===== config.mk =====
export PLATFORM = sky130hd
export DESIGN_NAME = sadc_capture_ctrl
export DESIGN_NICKNAME = d
export VERILOG_FILES = /design/src/rtl/sadc_pkg.sv /design/src/rtl/sadc_phase_timer.sv /design/src/rtl/sadc_sequencer.sv /design/src/rtl/sadc_capture.sv /design/src/rtl/sadc_capture_ctrl.sv
export SDC_FILE = /design/constraint.sdc
export NUM_CORES = 1
export LEC_CHECK = 0
export BUFFER_PORTS_ARGS = -buffer_cell sky130_fd_sc_hd__buf_4
export CAP_MARGIN = 20
export CORE_ASPECT_RATIO = 0.5
export CORE_MARGIN = 3
export CORE_UTILIZATION = 30
export CTS_CLUSTER_DIAMETER = 60
export CTS_CLUSTER_SIZE = 28
export DETAILED_ROUTE_END_ITERATION = 10
export GPL_ROUTABILITY_DRIVEN = 0
export MAX_ROUTING_LAYER = met4
export PLACE_DENSITY = 0.44
export SYNTH_ARGS = -nofsm -noshare
export SYNTH_HDL_FRONTEND = slang
export SYNTH_HIERARCHICAL = 1
export SYNTH_SLANG_ARGS = --single-unit

===== constraint.sdc =====
create_clock -name clk -period 3.1 [get_ports clk]
set_input_delay 0.155 -clock clk [delete_from_list [all_inputs] [get_ports clk]]
set_output_delay 0.155 -clock clk [all_outputs]
set_load 0.02 [all_outputs]

===== src/rtl/sadc_pkg.sv =====
// Package: shared types for the serial converter capture controller.
// Assumes nothing beyond being compiled before the modules that import it.
package sadc_pkg;

    // Command codes as seen on cmd_op
    typedef enum logic [1:0] {
        OP_CONVERT = 2'b00,
        OP_NAP     = 2'b01,
        OP_SLEEP   = 2'b10,
        OP_WAKE    = 2'b11
    } sadc_op_e;

    // Sequencer phases: strobe high/low and serial clock high/low
    typedef enum logic [2:0] {
        ST_IDLE    = 3'd0,
        ST_CONV_HI = 3'd1,
        ST_CONV_LO = 3'd2,
        ST_SCK_HI  = 3'd3,
        ST_SCK_LO  = 3'd4
    } sadc_state_e;

endpackage


===== src/rtl/sadc_phase_timer.sv =====
// Phase timer: while run is high, produces phase_end once every
// div_half+1 cycles. Restarts from zero whenever run is low.
// Assumes div_half is stable while run is high.
module sadc_phase_timer #(
    parameter int DIV_W = 8
) (
    input  logic             clk,
    input  logic             rst_n,
    input  logic             run,
    input  logic [DIV_W-1:0] div_half,
    output logic             phase_end
);

    logic [DIV_W-1:0] cnt_q;

    assign phase_end = run && (cnt_q == div_half);

    // Count cycles within the current phase
    always_ff @(posedge clk) begin
        if (!rst_n || !run || phase_end) begin
            cnt_q <= '0;
        end else begin
            cnt_q <= cnt_q + 1'b1;
        end
    end

endmodule


===== src/rtl/sadc_sequencer.sv =====
// Sequencer: accepts a command while idle and walks the strobe and
// serial clock phases for convert, nap, sleep and wake. Outputs are
// registered from the next state, so conv and sck are glitch free.
// It flags which high-phase ends carry a bit worth keeping.
// Assumes phase_end comes from a timer that runs whenever busy is high.
module sadc_sequencer
    import sadc_pkg::*;
#(
    parameter int NUM_SCK      = 16,
    parameter int LEAD         = 2,
    parameter int DATA_W       = 12,
    parameter int NAP_PULSES   = 2,
    parameter int SLEEP_PULSES = 4,
    parameter int WAKE_PULSES  = 1
) (
    input  logic       clk,
    input  logic       rst_n,
    input  logic       cmd_valid,
    input  logic [1:0] cmd_op,
    input  logic       phase_end,
    output logic       busy,
    output logic       conv,
    output logic       sck,
    output logic       keep,
    output logic       last
);

    localparam int MAX_A  = (NUM_SCK > SLEEP_PULSES) ? NUM_SCK : SLEEP_PULSES;
    localparam int MAX_B  = (NAP_PULSES > WAKE_PULSES) ? NAP_PULSES : WAKE_PULSES;
    localparam int MAX_P  = (MAX_A > MAX_B) ? MAX_A : MAX_B;
    localparam int CNT_W  = $clog2(MAX_P + 1);
    localparam int WIN_HI = LEAD + DATA_W;

    sadc_state_e      state_q, state_d;
    sadc_op_e         op_q, op_d;
    logic [CNT_W-1:0] cnt_q, cnt_d;
    logic [CNT_W-1:0] target;
    logic             conv_q, sck_q;
    logic             sample;

    // Pulse count that ends the running command
    always_comb begin
        case (op_q)
            OP_CONVERT: target = CNT_W'(NUM_SCK);
            OP_NAP:     target = CNT_W'(NAP_PULSES);
            OP_SLEEP:   target = CNT_W'(SLEEP_PULSES);
            default:    target = CNT_W'(WAKE_PULSES);
        endcase
    end

    // Next-state logic for the phase walk
    always_comb begin
        state_d = state_q;
        op_d    = op_q;
        cnt_d   = cnt_q;
        case (state_q)
            ST_IDLE: begin
                if (cmd_valid) begin
                    op_d    = sadc_op_e'(cmd_op);
                    cnt_d   = '0;
                    state_d = (sadc_op_e'(cmd_op) == OP_WAKE) ? ST_SCK_HI : ST_CONV_HI;
                end
            end
            ST_CONV_HI: begin
                if (phase_end) begin
                    state_d = ST_CONV_LO;
                    cnt_d   = cnt_q + 1'b1;
                end
            end
            ST_CONV_LO: begin
                if (phase_end) begin
                    if (op_q == OP_CONVERT) begin
                        state_d = ST_SCK_HI;
                        cnt_d   = '0;
                    end else if (cnt_q == target) begin
                        state_d = ST_IDLE;
                    end else begin
                        state_d = ST_CONV_HI;
                    end
                end
            end
            ST_SCK_HI: begin
                if (phase_end) begin
                    state_d = ST_SCK_LO;
                    cnt_d   = cnt_q + 1'b1;
                end
            end
            ST_SCK_LO: begin
                if (phase_end) begin
                    state_d = (cnt_q == target) ? ST_IDLE : ST_SCK_HI;
                end
            end
            default: state_d = ST_IDLE;
        endcase
    end

    // State, command and pulse counter registers
    always_ff @(posedge clk) begin
        if (!rst_n) begin
            state_q <= ST_IDLE;
            op_q    <= OP_CONVERT;
            cnt_q   <= '0;
        end else begin
            state_q <= state_d;
            op_q    <= op_d;
            cnt_q   <= cnt_d;
        end
    end

    // Pin drivers registered from the next state
    always_ff @(posedge clk) begin
        if (!rst_n) begin
            conv_q <= 1'b0;
            sck_q  <= 1'b0;
        end else begin
            conv_q <= (state_d == ST_CONV_HI);
            sck_q  <= (state_d == ST_SCK_HI);
        end
    end

    assign conv   = conv_q;
    assign sck    = sck_q;
    assign busy   = (state_q != ST_IDLE);
    assign sample = (state_q == ST_SCK_HI) && phase_end && (op_q == OP_CONVERT);
    assign keep   = sample && (cnt_q >= CNT_W'(LEAD)) && (cnt_q <= CNT_W'(WIN_HI));
    assign last   = sample && (cnt_q == CNT_W'(NUM_SCK - 1));

endmodule


===== src/rtl/sadc_capture.sv =====
// Capture: shifts in the kept serial bits MSB first and, at the end of
// the burst, moves the word to the parallel outputs. The first burst
// after reset carries a stale sample and is dropped.
// Assumes keep and last come from the sequencer in burst order.
module sadc_capture #(
    parameter int DATA_W = 12
) (
    input  logic              clk,
    input  logic              rst_n,
    input  logic              keep,
    input  logic              last,
    input  logic              sdata,
    output logic [DATA_W-1:0] result,
    output logic              ref_ready,
    output logic              result_valid
);

    localparam int WORD_W = DATA_W + 1;

    logic [WORD_W-1:0] shreg_q;
    logic [WORD_W-1:0] word_nx;
    logic              stale_q;

    assign word_nx = keep ? {shreg_q[WORD_W-2:0], sdata} : shreg_q;

    // Shift register for status plus data bits
    always_ff @(posedge clk) begin
        if (!rst_n) begin
            shreg_q <= '0;
        end else begin
            shreg_q <= word_nx;
        end
    end

    // Parallel outputs, stale-word drop and valid strobe
    always_ff @(posedge clk) begin
        if (!rst_n) begin
            result       <= '0;
            ref_ready    <= 1'b0;
            result_valid <= 1'b0;
            stale_q      <= 1'b1;
        end else begin
            result_valid <= 1'b0;
            if (last) begin
                stale_q <= 1'b0;
                if (!stale_q) begin
                    ref_ready    <= word_nx[WORD_W-1];
                    result       <= word_nx[DATA_W-1:0];
                    result_valid <= 1'b1;
                end
            end
        end
    end

endmodule


===== src/rtl/sadc_capture_ctrl.sv =====
// Top: host-side controller for a serial sampling converter. Joins
// the phase timer, the sequencer and the capture path.
// Assumes div_half is changed only while busy is low.
module sadc_capture_ctrl #(
    parameter int DIV_W   = 8,
    parameter int DATA_W  = 12,
    parameter int NUM_SCK = 16,
    parameter int LEAD    = 2
) (
    input  logic              clk,
    input  logic              rst_n,
    input  logic [DIV_W-1:0]  div_half,
    input  logic              cmd_valid,
    input  logic [1:0]        cmd_op,
    input  logic              sdata,
    output logic              conv,
    output logic              sck,
    output logic              busy,
    output logic [DATA_W-1:0] result,
    output logic              ref_ready,
    output logic              result_valid
);

    localparam int TAIL = NUM_SCK - LEAD - DATA_W - 1;

    logic phase_end;
    logic keep;
    logic last;

    // Elaboration guard: the burst must hold the whole word
    if (TAIL < 0) begin : g_bad_burst
        initial $error("burst too short for status plus data bits");
    end

    sadc_phase_timer #(.DIV_W(DIV_W)) timer_i (
        .clk       (clk),
        .rst_n     (rst_n),
        .run       (busy),
        .div_half  (div_half),
        .phase_end (phase_end)
    );

    sadc_sequencer #(
        .NUM_SCK (NUM_SCK),
        .LEAD    (LEAD),
        .DATA_W  (DATA_W)
    ) seq_i (
        .clk       (clk),
        .rst_n     (rst_n),
        .cmd_valid (cmd_valid),
        .cmd_op    (cmd_op),
        .phase_end (phase_end),
        .busy      (busy),
        .conv      (conv),
        .sck       (sck),
        .keep      (keep),
        .last      (last)
    );

    sadc_capture #(.DATA_W(DATA_W)) cap_i (
        .clk          (clk),
        .rst_n        (rst_n),
        .keep         (keep),
        .last         (last),
        .sdata        (sdata),
        .result       (result),
        .ref_ready    (ref_ready),
        .result_valid (result_valid)
    );

endmodule


==> results of run 1 <==
[metrics by stage]
| step | setup slack (ns) | hold WS [ns] |
|---|---|---|
| 2_1_floorplan | 0.668 | 0.283 |
| 6_report | 0.697 | 0.137 |
| 5_1_grt | 0.365 | 0.151 |
| 3_3_place_gp | 0.723 | 0.436 |
| 4_1_cts | 0.651 | 0.133 |
| 3_5_place_dp | 0.678 | 0.431 |
[final cells by class]
class	instances	area share [%]
Clock buffer	5	4.63
Clock inverter	3	2.54
Inverter	7	0.971
Multi-Input combinational cell	160	42.6
Sequential cell	48	35.5
Tap cell	92	4.26
Timing Repair Buffer	34	9.44
[worst reg2reg max path, cell delays in order, from the launching register on]
cell     delay [ns]
dfxtp_1        0.36
xor2_1         0.20
nor4_4         0.32
and3_1         0.24
and2_1         0.23
and3_2         0.22
nor2b_4        0.48
o21ai_0        0.15
a21oi_1        0.14
[metal layers]
layer	vias to the layer above	routed length [um]	global-route usage, %
met5	-	0	-
met1	769	2390	16.0
met3	2	264	4.03
li1	879	-	-
met4	0	22	3.17
met2	36	1870	16.8
[power breakdown]
| part | switching [uW] | internal, uW | leakage (uW) |
|---|---|---|---|
| combinational | 46.4 | 41.3 | 0.000523 |
| sequential | 12.3 | 623 | 0.000388 |
| clock | 241 | 465 | 0.0000944 |
| total | 300 | 1130 | 0.00101 |
[worst max-delay path by stage]
| stage | from | endpoint | slack [ns] | depth (start not counted) |
|---|---|---|---|---|
| 2_1_floorplan | timer_i/cnt_q[2] | cap_i/ref_ready | 0.67 | 12 |
| 3_3_place_gp | timer_i/cnt_q[4] | cap_i/result[2] | 0.72 | 8 |
| 3_5_place_dp | timer_i/cnt_q[4] | cap_i/result[1] | 0.68 | 8 |
| 4_1_cts | timer_i/cnt_q[4] | cap_i/result[1] | 0.65 | 8 |
| 5_1_grt | timer_i/cnt_q[1] | cap_i/result[11] | 0.37 | 8 |
| 6_report | timer_i/cnt_q[4] | cap_i/result[1] | 0.70 | 8 |
[registers in the layout (all words and copies together), names as in the netlist]
signal / cells
cap_i/ref_ready: 1
cap_i/stale_q: 1
seq_i/conv: 1
cap_i/result_valid: 1
seq_i/cnt_q: 5
cap_i/shreg_q: 13
seq_i/state_q: 3
seq_i/op_q: 2
timer_i/cnt_q: 8
seq_i/sck: 1
cap_i/result: 12
[logic make-up (layout without fill, tap and decap cells)]
group                    count (synthesis)  count (layout)
multiplexers                            15              15
AND/OR/NAND/NOR                         70              70
AO/OA/AOI/OAI                           60              60
adder cells (fa/ha/maj)                  4               4
flip-flops                              48              48
buffers and inverters                   19              49
XOR/XNOR                                11              11
[cells in the mapped netlist (2+ instances only)]
| cell | number |
|---|---|
| a221oi_1 | 3 |
| a21oi_1 | 16 |
| o21a_1 | 2 |
| mux2i_1 | 15 |
| o21ai_1 | 8 |
| nand2b_1 | 3 |
| a211oi_1 | 5 |
| o21ai_0 | 14 |
| ha_1 | 4 |
| nand2_1 | 6 |
| nor3b_1 | 2 |
| dfxtp_1 | 48 |
| or3_1 | 3 |
| nor2_1 | 6 |
| and3_1 | 2 |
| buf_6 | 3 |
| nand4b_1 | 2 |
| nand3_1 | 5 |
| and2_1 | 3 |
| buf_2 | 5 |
| xor2_1 | 10 |
| inv_1 | 7 |
| a21boi_1 | 2 |
| nor2b_1 | 20 |
| nand4_1 | 4 |
| nor4_4 | 2 |
==> reports/qor.csv, run 1 <==
stage;metric;value;unit
sta;endpoints failing setup;0;
synth;main combinational cell family by area after synthesis;simple AND/OR/NAND/NOR gates;
synth;mux cell area share after synthesis;6.69;%
floorplanning;Initial Util;32.3;%
layout;number of diodes;0;
layout;Layout Area Growth over Synthesis;20.4;%
setup_path;Worst setup SP type;flop;
sta;Final Hold Viols;0;
clocking;Clock Latency Late Sink;0.28;ns
sta;Slew headroom;64.6;%
clocking;clock buffer depth;2;
synth;synthesized flop and latch total;48;
layout;share of cells above drive strength 1;20.2;%
setup_path;Crit. End Element;flop;
synth;register area share after synthesis;42.8;%
status;outcome;finished, final reports clean;
setup_path;Slowest-stage cell, CP;nor2b_4;
clocking;clock sink total;48;
synth;mean post-synth cell area;9.89;um^2
synth;Syn Inst Count;227;
synth;top_reg_cell synth;dfxtp_1;
synth;Post-Synth XOR/XNOR Area;4.29;%
synth;simple-gate share of the synthesized area;21.0;%
synth;top cell type's share of synthesized area;42.8;%
layout;fill count;713;
sta;RSZ-0062 raised after global routing;no;
power;PD cells;528;nW/um^2
setup_path;critical register-to-register path startpoint;timer_i/cnt_q[4];
floorplanning;die area;8620;um^2
detailed_routing;Vias/cell;4.83;
layout;register area;961;um^2
detailed_routing;DRC violations left;0;
placement;Port Buffers;30;
layout;most frequent cells in the layout;dfxtp_1 (48), buf_4 (34), nor2b_1 (20);
synth;Synth Area in Adders;2.23;%
clocking;clock slew at reported path FFs;0.07;ns
synth;Synthesized Nets;245;
setup_path;Buf/Inv on CP;0;
clocking;Clock Root Buffer;clkbuf_16;
worst_hold_path;hold path cells;3;
detailed_routing;Initial DRC Count;106;
clocking;PostCTS Resize Cnt;0;
sta;Worst Skew;0.00252;ns
synth;Ys Warns;6;
clocking;htree depth;2;
synth;Synth Area in Compound Gates;17.2;%
setup_path;Max stage delay on crit path;0.48;ns
setup_path;data arrival time of the worst path;2.62;ns
layout;final core occ;38.9;%
sta;max-slew violations;0;
detailed_routing;final WL;4540;um
placement;hpwl dp;3160;um
setup_path;Reg-to-Reg End;cap_i/result[1];
power;Peak VDD IR;0.209;mV
grt;largest net degree at the start of global routing;42;
floorplanning;die width;128;um
power;Static Leakage;0.00101;uW
layout;commonest non-fill, non-tap cell in the layout;dfxtp_1;
detailed_routing;DR WL/cell;13.0;um
worst_hold_path;worst hold path type;in -> reg;
floorplanning;FP Rows;21;
setup_path;CP max FO;27;
grt;global route total overflow;0;
synth;EDFF count, synth;0;
power;Total Power;1430;uW
synth;Post-synth ARST share;0;%
placement;Placed Area;2510;um^2
detailed_routing;detailed-route via count;1686;
clocking;CTS Hold Bufs;0;
synth;area leader, netlist;dfxtp_1;
setup_path;Data required, critical path;3.32;ns
floorplanning;die height;67.2;um
sta;period utilization;77.5;%
sta;Min Clock Period, post-route;2.40;ns
synth;Syn Std Cell Area;2250;um^2
setup_path;Crit path max-delay family;simple AND/OR/NAND/NOR gates;
sta;Total Neg Setup Slack;0;ns
worst_hold_path;Hold Path End;seq_i/op_q[0];
grt;initial antenna violation count;0;
layout;Non-Filler Instances;349;
clocking;CTS Buf Count;5;
worst_hold_path;HP Start;cmd_op[0];
run;maxcap violations;0;
sta;measured slew at the worst slew-check pin;0.530;ns
layout;multi-input logic area;1150;um^2
sta;Fmax achieved;416;MHz
detailed_routing;1st-pass router iterations;4;
grt;GRT Total Usage;11.8;%
layout;layout net count;274;
synth;post-synth cell types;53;
clocking;CTS tree;done;
grt;first-pass GRT wire length;7810;um
floorplanning;Core Region;6960;um^2
floorplanning;Ports;31;
grt;vias in the first global route;1570;
setup_path;flop2flop setup slack;0.70;ns
layout;Finished Cell Area;2710;um^2
setup_path;Crit Path Category;reg -> reg;
clocking;buffer count from post-CTS setup fixing;0;
setup_path;crit-path cells;xor2_1 -> nor4_4 -> and3_1 -> and2_1 -> and3_2 -> nor2b_4 -> o21ai_0 -> a21oi_1;
synth;Synth area leaders;dfxtp_1 (43%), mux2i_1 (6.7%), nor2b_1 (5.6%);
placement;placed instance count;341;
setup_path;Reg2Reg Depth;8;
detailed_routing;Routed Antenna Nets;0;
(Power assumes the default switching activity.)
==> inputs of run 2 (changes only) <==
- PLACE_DENSITY: 0.44 -> 0.46
- clock period: 3.1 -> 2 ns (I/O delays scaled with it)
==> reports/qor.csv, run 2 (synthesis results as in run 1) <==
stage;metric;value;unit;change
sta;RSZ-0062 raised after global routing;yes;;
layout;register name with the most flops;cap_i/shreg_q;;
layout;most frequent cells in the layout;buf_4 (55), dfxtp_1 (45), nor2b_1 (20);;
setup_path;CP max FO;6;;-78%
grt;first-pass GRT wire length;8410;um;+7.7%
detailed_routing;Routed Antenna Nets;0;;unchanged
layout;largest registers;cap_i/shreg_q: 13 flops, cap_i/result: 12 flops, timer_i/cnt_q: 8 flops;;
clocking;Clock Root Buffer;clkbuf_16;;
placement;placed instance count;359;;+5.3%
placement;Setup Slack @ Placement;-0.198;ns;-0.876 ns
detailed_routing;Vias/cell;4.83;;about the same
power;PD cells;662;nW/um^2;+25%
clocking;clock slew at reported path FFs;0.07;ns;about the same
detailed_routing;DRC violations left;0;;unchanged
sta;Final Hold Viols;0;;unchanged
sta;Slew headroom;73.1;%;+8.6 points
worst_hold_path;hold path cells;3;;unchanged
sta;max-slew violations;0;;unchanged
layout;Non-Filler Instances;374;;+7.2%
clocking;htree depth;2;;unchanged
floorplanning;die area;8620;um^2;unchanged
layout;layout net count;299;;+9.1%
clocking;clock sink total;48;;unchanged
layout;max reg flops;13;;unchanged
layout;number of diodes;0;;unchanged
worst_hold_path;worst hold path type;in -> reg;;
layout;commonest non-fill, non-tap cell in the layout;buf_4;;
grt;global route total overflow;0;;unchanged
detailed_routing;final WL;4910;um;+8.1%
setup_path;crit path from;timer_i/cnt_q[7];;
floorplanning;Ports;31;;unchanged
power;Static Leakage;0.00114;uW;+14%
setup_path;Reg2Reg Depth;9;;+1
floorplanning;Core Region;6960;um^2;unchanged
setup_path;Reg-to-Reg End;cap_i/result[1];;
layout;Layout Area Growth over Synthesis;36.4;%;
sta;Min Clock Period, post-route;2.13;ns;-0.275 ns
sta;period utilization;106;%;+29 points
sta;Fmax achieved;470;MHz;+13%
setup_path;crit-path cells;xor2_2 -> nor4_4 -> and3_4 -> and2_4 -> nand4_1 -> nor2_2 -> buf_6 -> mux2i_2 -> a21oi_1;;
sta;measured slew at the worst slew-check pin;0.399;ns;-0.131 ns
setup_path;flop2flop setup slack;-0.13;ns;-0.83 ns
placement;hpwl dp;3420;um;+8.2%
placement;Port Buffers;30;;unchanged
grt;initial antenna violation count;0;;unchanged
floorplanning;die height;67.2;um;unchanged
floorplanning;FP Rows;21;;unchanged
detailed_routing;detailed-route via count;1806;;+7.1%
clocking;CTS tree;done;;
clocking;CTS Hold Bufs;0;;unchanged
sta;endpoints failing setup;34;;+34
floorplanning;die width;128;um;unchanged
setup_path;Data required, critical path;2.17;ns;-1.15 ns
layout;share of cells above drive strength 1;38.3;%;+18 points
power;Peak VDD IR;0.322;mV;+54%
setup_path;Slowest-stage cell, CP;nor4_4;;
setup_path;Max stage delay on crit path;0.34;ns;-0.14 ns
status;outcome;finished, violations left;;
layout;fill count;669;;-6.2%
status;failing checks;negative setup slack;;
setup_path;critical register-to-register path startpoint;timer_i/cnt_q[7];;
detailed_routing;Initial DRC Count;98;;-7.5%
setup_path;Worst setup SP type;flop;;
sta;Worst Skew;0.00663;ns;+0.00411 ns
clocking;Clock Latency Late Sink;0.29;ns;about the same
clocking;clock buffer depth;2;;unchanged
setup_path;Crit Path Category;reg -> reg;;
run;maxcap violations;0;;unchanged
detailed_routing;1st-pass router iterations;4;;unchanged
setup_path;capture point of the worst path;cap_i/result[1];;
sta;Setup WS post-layout;-0.128;ns;-0.825 ns
detailed_routing;DR WL/cell;13.1;um;+0.85%
grt;largest net degree at the start of global routing;42;;unchanged
setup_path;Crit. End Element;flop;;
floorplanning;Initial Util;32.3;%;unchanged
grt;GRT Total Usage;12.5;%;+0.64 points
setup_path;data arrival time of the worst path;2.30;ns;-0.32 ns
clocking;CTS Buf Count;5;;unchanged
grt;vias in the first global route;1770;;+13%
sta;Total Neg Setup Slack;-3.13;ns;-3.13 ns
[run 2: cell count changes in the layout (fill, tap and decap cells not counted), moves of 3 or more]
cell / before / now
mux2i_2: 0 / 4
a21oi_1: 16 / 10
a21oi_2: 1 / 7
mux2i_4: 0 / 6
dfxtp_1: 48 / 45
mux2i_1: 15 / 5
xor2_2: 0 / 3
xor2_1: 10 / 7
buf_4: 34 / 55
[run 2: worst min path at each step]
| stage | start | endpoint | slack [ns] |
|---|---|---|---|
| floorplan | rst_n | cap_i/shreg_q[0] | 0.23 |
| global placement | cmd_op[1] | seq_i/op_q[1] | 0.38 |
| detailed placement | cmd_op[0] | seq_i/op_q[0] | 0.38 |
| CTS | cmd_op[1] | seq_i/op_q[1] | 0.09 |
| global route | sdata | cap_i/result[0] | 0.11 |
| finish | cmd_op[0] | seq_i/op_q[0] | 0.09 |
[run 2: final cells by class]
class	instances	area (um^2)	area share, %
timing repair buffer	59	470	15.4
clock inverter	2	13.8	0.449
multi-input combinational	160	1330	43.5
inverter	7	26.3	0.857
sequential	48	967	31.6
clock buffer	6	139	4.53
tap	92	115	3.76
[run 2: timing repair]
action / 4_1_cts / 5_1_grt
pin swaps: 4 / 6
setup buffers: 0 / 7
resized for setup: 14 / 26
setup endpoints to repair: 30 / 33
[run 2: per-layer routing]
layer	vias up	wire (um)	global-route usage (%)
li1	919	-	-
met1	856	2470	16.7
met2	24	2180	18.1
met3	7	213	3.63
met4	0	41	3.97
met5	-	0	-
[run 2: critical path: cells and delay by family, from the launching register on]
kind | cells | cell delay (ns)
flops | 1 | 0.33
compound gates | 1 | 0.08
simple gates | 5 | 0.98
xor+xnor | 1 | 0.15
buf+inv | 1 | 0.21
mux | 1 | 0.25
[run 2: power by group]
group          switching (uW)  internal [uW]  leakage, uW
Clock                     364            500    0.0000772
Combinational            93.6           91.7     0.000676
Sequential               12.1            966     0.000389
Total                     469           1560      0.00114
[run 2: through the flow]
| stage | hold WS (ns) | utilization [%] | instance area, um^2 | total power [uW] |
|---|---|---|---|---|
| 2_1_floorplan | 0.228 | - | 2280 | 1090 |
| 3_3_place_gp | 0.376 | 38.6 | 2690 | 1160 |
| 3_5_place_dp | 0.382 | 38.6 | 2690 | 1170 |
| 4_1_cts | 0.0884 | 41.7 | 2900 | 2040 |
| 5_1_grt | 0.113 | 44.0 | 3060 | 2120 |
| 6_report | 0.0888 | 44.0 | 3060 | 2030 |
